==> src/rtl/pfd_pkg.sv <==
package pfd_pkg;
  // Command to one charge pump: both low means high impedance.
  typedef struct packed {
    logic src;
    logic snk;
  } pump_cmd_t;

  // Drive levels for an external pump pair.
  typedef struct packed {
    logic a;
    logic b;
  } ext_drv_t;
endpackage

==> src/rtl/pfd_edge_det.sv <==
module pfd_edge_det (
  input  logic clk,
  input  logic rst_n,
  input  logic sig_in,
  output logic sig_q,
  output logic rise
);
  always_ff @(posedge clk or negedge rst_n) begin
    if (!rst_n) sig_q <= 1'b0;
    else        sig_q <= sig_in;
  end

  // A rising edge is a high level now after a low level last cycle.
  assign rise = sig_in & ~sig_q;
endmodule

==> src/rtl/pfd_flag_core.sv <==
module pfd_flag_core #(
  parameter int OVERLAP = 2
) (
  input  logic clk,
  input  logic rst_n,
  input  logic lead_set,
  input  logic lag_set,
  output logic lead_flag,
  output logic lag_flag
);
  localparam int CW = (OVERLAP < 2) ? 1 : $clog2(OVERLAP);
  localparam logic [CW-1:0] LAST = CW'(OVERLAP - 1);

  logic [CW-1:0] ovl_cnt;
  logic          both;

  assign both = lead_flag & lag_flag;

  always_ff @(posedge clk or negedge rst_n) begin
    if (!rst_n) begin
      lead_flag <= 1'b0;
      lag_flag  <= 1'b0;
      ovl_cnt   <= '0;
    end else if (both) begin
      // Overlap phase: edges arriving now are not captured.
      if (ovl_cnt == LAST) begin
        lead_flag <= 1'b0;
        lag_flag  <= 1'b0;
        ovl_cnt   <= '0;
      end else begin
        ovl_cnt <= ovl_cnt + 1'b1;
      end
    end else begin
      lead_flag <= lead_flag | lead_set;
      lag_flag  <= lag_flag | lag_set;
    end
  end
endmodule

==> src/rtl/pfd_out_map.sv <==
module pfd_out_map
  import pfd_pkg::*;
(
  input  logic      lead_flag,
  input  logic      lag_flag,
  input  logic      pol_norm,
  input  logic      aux_en,
  input  logic      ref_q,
  input  logic      fb_q,
  output pump_cmd_t main_cmd,
  output pump_cmd_t aux_cmd,
  output ext_drv_t  ext_drv,
  output logic      in_phase,
  output logic      mon_out
);
  logic up_eff, dn_eff;

  // The polarity control swaps the roles of the two flags.
  assign up_eff = pol_norm ? lead_flag : lag_flag;
  assign dn_eff = pol_norm ? lag_flag  : lead_flag;

  always_comb begin
    main_cmd.src = up_eff;
    main_cmd.snk = dn_eff;
    aux_cmd.src  = aux_en & up_eff;
    aux_cmd.snk  = aux_en & dn_eff;
    ext_drv.a    = dn_eff;
    ext_drv.b    = ~up_eff;
  end

  assign in_phase = ~(lead_flag | lag_flag);
  assign mon_out  = pol_norm ? ref_q : fb_q;
endmodule

==> src/rtl/phase_freq_cmp.sv <==
module phase_freq_cmp
  import pfd_pkg::*;
#(
  parameter int OVERLAP = 2
) (
  input  logic clk,
  input  logic rst_n,
  input  logic ref_in,
  input  logic fb_in,
  input  logic pol_norm,
  input  logic aux_en,
  output logic pump_src,
  output logic pump_snk,
  output logic aux_src,
  output logic aux_snk,
  output logic ext_a,
  output logic ext_b,
  output logic in_phase,
  output logic mon_out
);
  localparam int NIN = 2;

  logic [NIN-1:0] raw_in, in_q, in_rise;
  logic           lead_flag, lag_flag;
  pump_cmd_t      main_cmd, aux_cmd;
  ext_drv_t       ext_drv;

  assign raw_in = {fb_in, ref_in};

  for (genvar gi = 0; gi < NIN; gi++) begin : g_edge
    pfd_edge_det u_edge (
      .clk    (clk),
      .rst_n  (rst_n),
      .sig_in (raw_in[gi]),
      .sig_q  (in_q[gi]),
      .rise   (in_rise[gi])
    );
  end

  pfd_flag_core #(.OVERLAP(OVERLAP)) u_core (
    .clk       (clk),
    .rst_n     (rst_n),
    .lead_set  (in_rise[0]),
    .lag_set   (in_rise[1]),
    .lead_flag (lead_flag),
    .lag_flag  (lag_flag)
  );

  pfd_out_map u_map (
    .lead_flag (lead_flag),
    .lag_flag  (lag_flag),
    .pol_norm  (pol_norm),
    .aux_en    (aux_en),
    .ref_q     (in_q[0]),
    .fb_q      (in_q[1]),
    .main_cmd  (main_cmd),
    .aux_cmd   (aux_cmd),
    .ext_drv   (ext_drv),
    .in_phase  (in_phase),
    .mon_out   (mon_out)
  );

  assign pump_src = main_cmd.src;
  assign pump_snk = main_cmd.snk;
  assign aux_src  = aux_cmd.src;
  assign aux_snk  = aux_cmd.snk;
  assign ext_a    = ext_drv.a;
  assign ext_b    = ext_drv.b;
endmodule

==> config.mk <==
export PLATFORM = sky130hd
export DESIGN_NAME = phase_freq_cmp
export DESIGN_NICKNAME = d
export VERILOG_FILES = /design/src/rtl/pfd_pkg.sv /design/src/rtl/pfd_edge_det.sv /design/src/rtl/pfd_flag_core.sv /design/src/rtl/pfd_out_map.sv /design/src/rtl/phase_freq_cmp.sv
export SDC_FILE = /design/constraint.sdc
export NUM_CORES = 1
export LEC_CHECK = 0
export BUFFER_PORTS_ARGS = -buffer_cell sky130_fd_sc_hd__buf_2
export CAP_MARGIN = 20
export CORE_AREA = 2 2 39 41
export CTS_CLUSTER_SIZE = 16
export DETAILED_ROUTE_END_ITERATION = 16
export DIE_AREA = 0 0 41 43
export PLACE_DENSITY = 0.47
export SLEW_MARGIN = 20
export SYNTH_ARGS = -nofsm -noshare
export SYNTH_HDL_FRONTEND = slang
export SYNTH_SLANG_ARGS = --single-unit
==> constraint.sdc <==
create_clock -name clk -period 3.33 [get_ports clk]
set_input_delay 0.999 -clock clk [delete_from_list [all_inputs] [get_ports clk]]
set_output_delay 0.999 -clock clk [all_outputs]
set_load 0.005 [all_outputs]
==> qor.yml <==
final_cells: 52
ys_seq_elements: 5
seq_area_frac_synth_pct: 52.9
crit_end: "aux_snk"
fillCellCount: 155
clockRootBuffer: "clkbuf_4"
start_kind: "input pin"
drc: 0
critPathRequiredTime_ps: 2330
p_total_mw: 0.288
place_area_um2: 314
grt_usage_pct: 6.06
syn_nets: 26
cp-startpoint: "pol_norm"
yosysWarningCount: 0
post_cts_buffers: 0
coreArea_um2: 1380
vdd_drop_max_uv: 223
grt_start_max_net_pins: 7
synth_cell_type_count: 13
timing.setup.tns_ps: 0
portBuffers: 13
min_path_type: "reg2reg"
core.rowCount: 14
ios: 14
fin_crit_ps: 2710
first_pass_iters: 2
cts-hold-fix-buffers: 0
min_period_over_period_pct: 81.3
cts-htree-levels: 1
report.final.slew_viol_count: 0
place_ws_ps: 612
ctsLongestPathBuffers: 2
cts_buffers: 3
cts_sinks: 5
worstReg2RegEnd: "u_core.lag_flag"
synth_area_um2: 236
initial_core_util_pct: 17.1
skew_ps: 3.74
r2r-start: "u_core.lead_flag"
antennaDiodeCount: 0
drive_above_1_share_pct: 52.8
cts_resized: 0
drt_iter0_drc: 1
vias: 199
final_core_util_pct: 24.6
max_clock_freq_mhz: 370
grt_pass1_wl_um: 662
outcome: "finished, final reports clean"
nets: 43
final_cell_mix: "buf_2 (13), dfrtp_1 (5), nor2b_1 (3), clkbuf_4 (3), o21a_1 (2)"
dp_hpwl_um: 362
register_area_um2: 125
clk_pin_slew_worst_paths_ps: 40
antenna_found_initial: 0
cpPeakStageDelay_ps: 320
syn_avg_cell_area_um2: 11.8
setup_viol: 0
crit_type: "in2out"
grt_setup_unrepaired: "false"
multi_input_area_um2: 100
slew_headroom_pct: 84.3
powerDensity_nw_per_um2: 845
clkLatencyLatePin_ps: 240
layout_commonest_cell: "buf_2"
die_w_um: 41
cts_tree: "done"
cp-end-kind: "primary output"
cp_cell_sequence: "buf_2, mux2_4, and2_4, buf_2"
globalplace.congestion: 0.586
tightest_slew_ps: 229
worst-r2r-setup-slack_ps: 2550
area_growth_pct: 43.9
cp_max_fo: 3
grt_pass1_vias: 180
maxCapViolCount: 0
hold_viol_final: 0
antenna_left: 0
stdcell_area_um2: 340
die_h_um: 43
overflow: 0
hold_slack_ps: 476
cp_slowest_cell: "mux2_4"
fin_ws_ps: 624
timing.critical_path.mode_cell: "buf_2"
p_leak_nw: 0.172
worstRegToRegCells: 2
drt_wl_total_um: 445
dp.cells: 48
die-area_um2: 1760
crit_arrival_ps: 1710
wire_per_inst_um: 8.56
syn_inst: 20
routed_via_density: 3.83
-- logic make-up (layout without fill, tap and decap cells) --
logic type	Yosys count	after routing	synth area share (%)
AND/OR/NAND/NOR	7	7	16.9
flip-flops	5	5	52.9
multiplexers	3	3	15.3
AO/OA/AOI/OAI	2	2	6.35
buffers and inverters	2	18	4.76
XOR/XNOR	1	1	3.70
-- critical path: cells and delay by family --
kind	cells	cell delay (ps)
simple gates	1	150
mux	1	320
buf+inv	2	250
-- power breakdown --
group | switching, mW | internal [mW]
clock | 0.0237 | 0.0452
combinational | 0.0460 | 0.0678
sequential | 0.0231 | 0.0819
total | 0.0927 | 0.195
-- worst min path at each step --
stage,start,endpoint,slack (ps),cells past startpoint
after floorplan,u_core.ovl_cnt,u_core.ovl_cnt,450,1
after global placement,u_core.ovl_cnt,u_core.ovl_cnt,470,1
after detailed placement,u_core.ovl_cnt,u_core.ovl_cnt,470,1
after CTS,u_core.ovl_cnt,u_core.ovl_cnt,480,1
after global routing,u_core.ovl_cnt,u_core.ovl_cnt,500,1
final,u_core.ovl_cnt,u_core.ovl_cnt,480,1
-- synthesized netlist by cell type --
master	count	area [um2]
mux2i_1	1	10.0
mux2_4	1	15.0
nand3_1	1	5.00
buf_4	1	7.51
nand2_1	1	3.75
and2_4	1	8.76
o21a_1	2	15.0
nor2b_1	3	18.8
nor2_1	1	3.75
xnor2_1	1	8.76
inv_1	1	3.75
dfrtp_1	5	125
mux2_2	1	11.3
-- registers in the layout, summed over array words and instances (netlist names) --
register / cells
g_edge.u_edge.sig_q: 2
u_core.lag_flag: 1
u_core.lead_flag: 1
u_core.ovl_cnt: 1
-- layout make-up --
class | instances | share of cell area [%]
flip-flops and latches | 5 | 36.8
multi-input cells | 13 | 29.4
repair buffers | 13 | 19.1
clock buffers | 4 | 7.72
well taps | 16 | 5.88
inverters | 1 | 1.10
-- per-layer routing --
| metal | routed length [um] | up-vias | share of wire [%] | track usage [%] |
|---|---|---|---|---|
| met5 | 0 | - | 0 | 0 |
| met4 | 0 | 0 | 0 | 6.00 |
| met3 | 56 | 0 | 13 | 4.71 |
| met2 | 205 | 11 | 46 | 8.13 |
| met1 | 183 | 92 | 41 | 5.25 |
| li1 | - | 96 | - | - |
Power figures use the tool's default switching activity.
